### config.mk
export PLATFORM = sky130hd
export DESIGN_NAME = tw_slave
export DESIGN_NICKNAME = d
export VERILOG_FILES = /design/src/rtl/tw_pkg.sv /design/src/rtl/tw_sync.sv /design/src/rtl/tw_ctrl.sv /design/src/rtl/tw_data.sv /design/src/rtl/tw_slave.sv
export SDC_FILE = /design/constraint.sdc
export NUM_CORES = 1
export LEC_CHECK = 0
export BUFFER_PORTS_ARGS = -buffer_cell sky130_fd_sc_hd__buf_2
export CAP_MARGIN = 10
export CORE_MARGIN = 4
export CORE_UTILIZATION = 60
export DETAILED_ROUTE_END_ITERATION = 8
export GPL_TIMING_DRIVEN = 0
export MAX_ROUTING_LAYER = met4
export PLACE_DENSITY = 0.87
export SETUP_SLACK_MARGIN = 0.15
export SLEW_MARGIN = 20
export SYNTH_ARGS = -nofsm -noshare
export SYNTH_HDL_FRONTEND = slang
export SYNTH_HIERARCHICAL = 1
export SYNTH_SLANG_ARGS = --single-unit
### constraint.sdc
create_clock -name clk -period 5.1 [get_ports clk]
set_input_delay 0.255 -clock clk [delete_from_list [all_inputs] [get_ports clk]]
set_output_delay 0.255 -clock clk [all_outputs]
set_load 0.1 [all_outputs]
### src/rtl/tw_pkg.sv
package tw_pkg;

  typedef enum logic [2:0] {
    ST_IDLE,
    ST_ADDR,
    ST_CMD,
    ST_DATA,
    ST_TX,
    ST_TXACK,
    ST_HOLD
  } twState_t;

  // strobes from control to datapath, valid for one system clock
  typedef struct packed {
    logic shiftIn;   // take one received bit
    logic ackOn;     // start pulling data low for an acknowledge
    logic relDrive;  // let data float high
    logic loadTx;    // load the read byte and drive its first bit
    logic nextTx;    // drive the next read bit
    logic cmdStb;    // publish the command byte
    logic dataStb;   // publish the data byte
  } twCtl_t;

endpackage

### src/rtl/tw_sync.sv
module tw_sync #(
  parameter int STAGES = 2
) (
  input  logic clk,
  input  logic rstN,
  input  logic lineIn,
  output logic level,
  output logic rise,
  output logic fall
);

  logic [STAGES-1:0] pipe;
  logic              prevLevel;

  // idle bus lines are high, so reset to high to avoid a false edge
  always_ff @(posedge clk) begin
    if (!rstN) begin
      pipe      <= '1;
      prevLevel <= 1'b1;
    end else begin
      pipe      <= {pipe[STAGES-2:0], lineIn};
      prevLevel <= pipe[STAGES-1];
    end
  end

  assign level = pipe[STAGES-1];
  assign rise  = level & ~prevLevel;
  assign fall  = ~level & prevLevel;

endmodule

### src/rtl/tw_ctrl.sv
module tw_ctrl
  import tw_pkg::*;
#(
  parameter int BITS = 8
) (
  input  logic   clk,
  input  logic   rstN,
  input  logic   sclLevel,
  input  logic   sclRise,
  input  logic   sclFall,
  input  logic   sdaRise,
  input  logic   sdaFall,
  input  logic   addrMatch,
  input  logic   cmdIsRead,
  output twCtl_t ctl
);

  localparam int CNT_W = $clog2(BITS + 1);
  localparam logic [CNT_W-1:0] FULL = CNT_W'(BITS);

  twState_t         state, nextState;
  logic [CNT_W-1:0] bitCnt, nextCnt;
  logic             inAck, nextAck;
  logic             startDet, stopDet;

  assign startDet = sclLevel & sdaFall;
  assign stopDet  = sclLevel & sdaRise;

  always_comb begin
    nextState = state;
    nextCnt   = bitCnt;
    nextAck   = inAck;
    ctl       = '0;
    if (startDet) begin
      nextState    = ST_ADDR;
      nextCnt      = '0;
      nextAck      = 1'b0;
      ctl.relDrive = 1'b1;
    end else if (stopDet) begin
      nextState    = ST_IDLE;
      nextCnt      = '0;
      nextAck      = 1'b0;
      ctl.relDrive = 1'b1;
    end else begin
      unique case (state)
        ST_ADDR, ST_CMD, ST_DATA: begin
          if (inAck) begin
            // ninth clock: leave the acknowledge on its falling edge
            if (sclFall) begin
              ctl.relDrive = 1'b1;
              nextCnt      = '0;
              nextAck      = 1'b0;
              if (state == ST_ADDR) begin
                nextState = ST_CMD;
              end else if (state == ST_CMD && cmdIsRead) begin
                nextState    = ST_TX;
                ctl.relDrive = 1'b0;
                ctl.loadTx   = 1'b1;
              end else if (state == ST_CMD) begin
                nextState = ST_DATA;
              end else begin
                nextState = ST_HOLD;
              end
            end
          end else if (sclRise && bitCnt != FULL) begin
            ctl.shiftIn = 1'b1;
            nextCnt     = bitCnt + 1'b1;
          end else if (sclFall && bitCnt == FULL) begin
            if (state == ST_ADDR && !addrMatch) begin
              nextState = ST_HOLD;
            end else begin
              ctl.ackOn   = 1'b1;
              nextAck     = 1'b1;
              ctl.cmdStb  = (state == ST_CMD);
              ctl.dataStb = (state == ST_DATA);
            end
          end
        end
        ST_TX: begin
          if (sclRise && bitCnt != FULL) begin
            nextCnt = bitCnt + 1'b1;
          end else if (sclFall) begin
            if (bitCnt == FULL) begin
              ctl.relDrive = 1'b1;
              nextState    = ST_TXACK;
              nextCnt      = '0;
            end else begin
              ctl.nextTx = 1'b1;
            end
          end
        end
        ST_TXACK: begin
          // master acknowledge level is not looked at
          if (sclRise) begin
            nextCnt = CNT_W'(1);
          end else if (sclFall && bitCnt != '0) begin
            nextState = ST_HOLD;
            nextCnt   = '0;
          end
        end
        default: ;
      endcase
    end
  end

  always_ff @(posedge clk) begin
    if (!rstN) begin
      state  <= ST_IDLE;
      bitCnt <= '0;
      inAck  <= 1'b0;
    end else begin
      state  <= nextState;
      bitCnt <= nextCnt;
      inAck  <= nextAck;
    end
  end

  a_r3_stop_to_idle: assert property (@(posedge clk) disable iff (!rstN)
    stopDet |=> state == ST_IDLE);

  a_r9_start_restarts: assert property (@(posedge clk) disable iff (!rstN)
    startDet |=> (state == ST_ADDR && bitCnt == '0 && !inAck));

  a_r4_cmd_needs_match: assert property (@(posedge clk) disable iff (!rstN)
    (state == ST_CMD && $past(state) == ST_ADDR) |-> $past(addrMatch));

  a_r7_count_bounded: assert property (@(posedge clk) disable iff (!rstN)
    bitCnt <= FULL);

endmodule

### src/rtl/tw_data.sv
module tw_data
  import tw_pkg::*;
#(
  parameter int              BITS     = 8,
  parameter int              TYPE_W   = 4,
  parameter logic [TYPE_W-1:0] DEV_TYPE = 4'b0101,
  parameter int              READ_BIT = 7
) (
  input  logic                   clk,
  input  logic                   rstN,
  input  twCtl_t                 ctl,
  input  logic                   sdaLevel,
  input  logic [BITS-TYPE_W-1:0] strapAddr,
  input  logic [BITS-1:0]        rdByte,
  output logic                   addrMatch,
  output logic                   cmdIsRead,
  output logic                   sdaDriveLow,
  output logic                   cmdValid,
  output logic [BITS-1:0]        cmdByte,
  output logic                   dataValid,
  output logic [BITS-1:0]        dataByte,
  output logic                   rdReq
);

  logic [BITS-1:0] shiftReg;
  logic [BITS-1:0] txReg;

  assign addrMatch = (shiftReg == {DEV_TYPE, strapAddr});
  assign cmdIsRead = shiftReg[READ_BIT];

  always_ff @(posedge clk) begin
    if (!rstN) begin
      shiftReg <= '0;
      txReg    <= '0;
    end else begin
      if (ctl.shiftIn) shiftReg <= {shiftReg[BITS-2:0], sdaLevel};
      if (ctl.loadTx)      txReg <= {rdByte[BITS-2:0], 1'b0};
      else if (ctl.nextTx) txReg <= {txReg[BITS-2:0], 1'b0};
    end
  end

  // open-drain enable: a 0 bit on the bus means pull low
  always_ff @(posedge clk) begin
    if (!rstN) begin
      sdaDriveLow <= 1'b0;
    end else if (ctl.relDrive) begin
      sdaDriveLow <= 1'b0;
    end else if (ctl.ackOn) begin
      sdaDriveLow <= 1'b1;
    end else if (ctl.loadTx) begin
      sdaDriveLow <= ~rdByte[BITS-1];
    end else if (ctl.nextTx) begin
      sdaDriveLow <= ~txReg[BITS-1];
    end
  end

  always_ff @(posedge clk) begin
    if (!rstN) begin
      cmdValid  <= 1'b0;
      dataValid <= 1'b0;
      rdReq     <= 1'b0;
      cmdByte   <= '0;
      dataByte  <= '0;
    end else begin
      cmdValid  <= ctl.cmdStb;
      dataValid <= ctl.dataStb;
      rdReq     <= ctl.cmdStb & shiftReg[READ_BIT];
      if (ctl.cmdStb)  cmdByte  <= shiftReg;
      if (ctl.dataStb) dataByte <= shiftReg;
    end
  end

  a_r6_strobes_exclusive: assert property (@(posedge clk) disable iff (!rstN)
    $onehot0({cmdValid, dataValid}));

  a_r6_cmd_single_pulse: assert property (@(posedge clk) disable iff (!rstN)
    cmdValid |=> !cmdValid);

  a_r8_read_with_cmd: assert property (@(posedge clk) disable iff (!rstN)
    rdReq |-> (cmdValid && cmdByte[READ_BIT]));

endmodule

### src/rtl/tw_slave.sv
module tw_slave
  import tw_pkg::*;
#(
  parameter int                BITS        = 8,
  parameter int                TYPE_W      = 4,
  parameter logic [TYPE_W-1:0] DEV_TYPE    = 4'b0101,
  parameter int                READ_BIT    = 7,
  parameter int                SYNC_STAGES = 2
) (
  input  logic                   clk,
  input  logic                   rstN,
  input  logic                   sclIn,
  input  logic                   sdaIn,
  input  logic [BITS-TYPE_W-1:0] strapAddr,
  input  logic [BITS-1:0]        rdByte,
  output logic                   sdaDriveLow,
  output logic                   cmdValid,
  output logic [BITS-1:0]        cmdByte,
  output logic                   dataValid,
  output logic [BITS-1:0]        dataByte,
  output logic                   rdReq
);

  localparam int LINES = 2;  // index 0 clock, index 1 data

  logic [LINES-1:0] lineRaw, lineLvl, lineRise, lineFall;
  twCtl_t           ctl;
  logic             addrMatch, cmdIsRead;

  assign lineRaw = {sdaIn, sclIn};

  for (genvar g = 0; g < LINES; g++) begin : g_line
    tw_sync #(.STAGES(SYNC_STAGES)) u_sync (
      .clk    (clk),
      .rstN   (rstN),
      .lineIn (lineRaw[g]),
      .level  (lineLvl[g]),
      .rise   (lineRise[g]),
      .fall   (lineFall[g])
    );
  end

  tw_ctrl #(.BITS(BITS)) u_ctrl (
    .clk       (clk),
    .rstN      (rstN),
    .sclLevel  (lineLvl[0]),
    .sclRise   (lineRise[0]),
    .sclFall   (lineFall[0]),
    .sdaRise   (lineRise[1]),
    .sdaFall   (lineFall[1]),
    .addrMatch (addrMatch),
    .cmdIsRead (cmdIsRead),
    .ctl       (ctl)
  );

  tw_data #(
    .BITS     (BITS),
    .TYPE_W   (TYPE_W),
    .DEV_TYPE (DEV_TYPE),
    .READ_BIT (READ_BIT)
  ) u_data (
    .clk         (clk),
    .rstN        (rstN),
    .ctl         (ctl),
    .sdaLevel    (lineLvl[1]),
    .strapAddr   (strapAddr),
    .rdByte      (rdByte),
    .addrMatch   (addrMatch),
    .cmdIsRead   (cmdIsRead),
    .sdaDriveLow (sdaDriveLow),
    .cmdValid    (cmdValid),
    .cmdByte     (cmdByte),
    .dataValid   (dataValid),
    .dataByte    (dataByte),
    .rdReq       (rdReq)
  );

  a_r10_pull_only_with_clock_low: assert property (@(posedge clk) disable iff (!rstN)
    $rose(sdaDriveLow) |-> !lineLvl[0]);

endmodule

==> flow_summary.yaml <==
clock_network:
  cts.sinks: 49
  cts_setup_buffers: 0
  cts_buffer_depth: 2
  clkLatencyLatePin_ns: 0.30
  cts_tree: "yes"
  cts_htree_levels: 2
  ctsResizeCount: 0
  cts_buffers: 5
  clk_pin_slew_ns: 0.10
  cts_hold_buffers: 0
  cts_root_buffer: "clkbuf_8"
place:
  globalplace.congestion: 0.909
  dp_hpwl_um: 3750
  numPortBuffers: 35
routing:
  routed_via_density: 5.64
  drc: 0
  first_pass_iters: 5
  vias: 1961
  drtIter0Drc: 169
  postRouteAntennaNets: 0
  finalWirelength_um: 5230
  wl_per_cell_um: 15.0
global_route:
  grt_pass1_vias: 1840
  grt_usage_pct: 22.2
  grt_max_degree: 19
  antenna_found_initial: 0
  grt_first_pass_wirelength_um: 8800
  grt-ovfl-total: 0
layout:
  nets: 317
  fillers: 314
  utilization_pct: 73.3
  final_common_cell: "dfxtp_1"
  antenna_cells: 0
  drive_above_1_share_pct: 21.7
  layout_common_cells: "dfxtp_1, buf_2, nor2b_1, mux2i_1, nand2_1"
  syn_to_final_growth_pct: 13.9
synthesis:
  synth-edff-count: 0
  syn_area_per_cell_um2: 9.50
  synth-seq-cells: 49
  synth_ff_type: "dfxtp_1"
  synth.cell_area_mm2: 0.00244
  ys_warn_count: 6
  synthesis.instances: 257
  synth_fp_nets: 275
  ys_types: 53
  ys_seq_area_share_pct: 40.2
  async_reset_ff_share_pct: 0
critical_path:
  crit_slowest_cell: "dfxtp_1"
  regToRegEndpoint: "u_data/txReg[6]"
  crit_chain: "clkbuf_1 -> nand2_1 -> nor3_1 -> nor2b_1 -> buf_2 -> o21ai_0 -> and2_1"
  cp.arrival_ns: 2.51
  r2r_start: "u_ctrl/inAck"
  worstSetupPathType: "reg2reg"
  crit_path_max_fanout: 10
  required_ns: 5.31
  cp_slowest_stage_delay_ns: 0.48
  r2r_cells: 7
  worst_setup_path_end_kind: "register"
  crit_start: "u_ctrl/inAck"
  critPathBufInv: 2
  critPathTopFamily: "simple AND/OR/NAND/NOR gates"
  critPathLaunchType: "register"
  worst-r2r-setup-slack_ns: 2.80
timing:
  fin_skew_ns: 0.00763
  finalSetupViolCount: 0
  fin_crit_ns: 2.30
  slew_viol_final: 0
  grt_setup_unrepaired: "no"
  fin_tns_setup_ns: 0
  fmax_ghz: 0.435
  finalHoldViolations: 0
  period_share_pct: 45.1
  timing.slew.headroom_pct: 59.6
  worstMarginPinSlew_ns: 0.599
die:
  rows: 22
  die_h_um: 71.8
  floorplan.core_area_mm2: 0.00380
  start_util_pct: 64.3
  fp.dieArea_mm2: 0.00516
  die_w_um: 71.8
  ios: 36
hold_path:
  hp-class: "in2reg"
  worstHoldEndpoint: "g_line[0].u_sync/pipe[0]"
  hold_path_depth: 2
  hold_start: "sclIn"
run:
  drv_cap: 0
power_and_ir_drop:
  p_leak_nw: 1.03
  peakVddDrop_mv: 0.199
  power.density_mw_per_mm2: 295
run_status:
  outcome: "completed"
power by group:
part           leakage (nW)  switching (mW)  internal [mW]
clock                0.0549           0.133          0.125
combinational         0.583          0.0938         0.0678
sequential            0.396         0.00874          0.391
total                  1.03           0.235          0.584
registers in the layout, indices dropped and copies added, names as in the netlist:
register                 flops
u_data/shiftReg              8
u_data/dataValid             1
u_data/rdReq                 1
g_line.u_sync/pipe           4
u_data/dataByte              8
u_data/txReg                 7
g_line.u_sync/prevLevel      2
u_ctrl/inAck                 1
u_ctrl/bitCnt                4
u_data/cmdByte               8
u_ctrl/state                 3
u_data/sdaDriveLow           1
u_data/cmdValid              1
cells by family (layout without fill, tap and decap cells):
family                   Yosys count  after routing  synth area share (%)
flip-flops                        49             49                  40.2
AO/OA/AOI/OAI                     45             45                  13.6
adder cells (fa/ha/maj)            2              2                  1.02
multiplexers                      31             31                  12.7
buffers and inverters             21             64                  4.41
XOR/XNOR                           4              4                  1.43
AND/OR/NAND/NOR                  105            105                  26.7
synth_stat cells (3+ instances only):
master	instances	share of area [%]
and2_1	9	2.3
nand2b_1	10	2.6
xor2_1	3	1.1
buf_2	5	1.0
nand2_1	17	2.6
inv_1	8	1.2
clkbuf_1	4	0.61
a211oi_1	3	0.92
nor3b_1	4	1.2
mux2i_1	31	13
dfxtp_1	49	40
o22ai_1	4	1.0
a21oi_1	7	1.4
nor3_1	3	0.61
o21ai_0	13	2.7
nor2b_1	35	9.0
nor2_1	8	1.2
how the worst max path moves through the flow:
| stage | to | depth (start not counted) | slack, ns |
|---|---|---|---|
| after floorplan | u_ctrl/state[0] | 8 | 3.05 |
| after global placement | u_ctrl/state[0] | 8 | 2.85 |
| after detailed placement | u_ctrl/state[0] | 8 | 2.84 |
| after CTS | u_ctrl/state[0] | 8 | 2.81 |
| after global routing | u_data/txReg[7] | 7 | 2.61 |
| final | u_data/txReg[6] | 7 | 2.80 |
per-layer routing:
metal | track usage (%) | share of wire, %
met3 | 4.07 | 4.3
met1 | 27.3 | 45
met2 | 36.6 | 50
met5 | - | 0
met4 | 7.31 | 1.1
cell type report:
cell class,count,area (µm²),area share [%]
inverter,8,30.0,1.08
sequential,49,981,35.3
multi-input combinational,187,1350,48.7
clock buffer,7,96.3,3.46
tap,48,60.1,2.16
timing repair buffer,35,175,6.29
clock inverter,1,8.76,0.315
buffer,13,77.6,2.79
stage by stage:
| step | hold slack, ns | area, µm² | total power [mW] | setup WS [ns] | std cells |
|---|---|---|---|---|---|
| CTS | 0.123 | 2780 | 0.822 | 2.81 | 348 |
| finish | 0.127 | 2780 | 0.820 | 2.80 | 348 |
| global route | 0.124 | 2780 | 0.858 | 2.61 | 348 |
| floorplan | 0.328 | 2440 | 0.533 | 3.05 | 257 |
| global placement | 0.392 | 2680 | 0.565 | 2.85 | 340 |
| detailed placement | 0.407 | 2680 | 0.567 | 2.84 | 340 |
No activity file was read; power rests on OpenSTA's default activity.
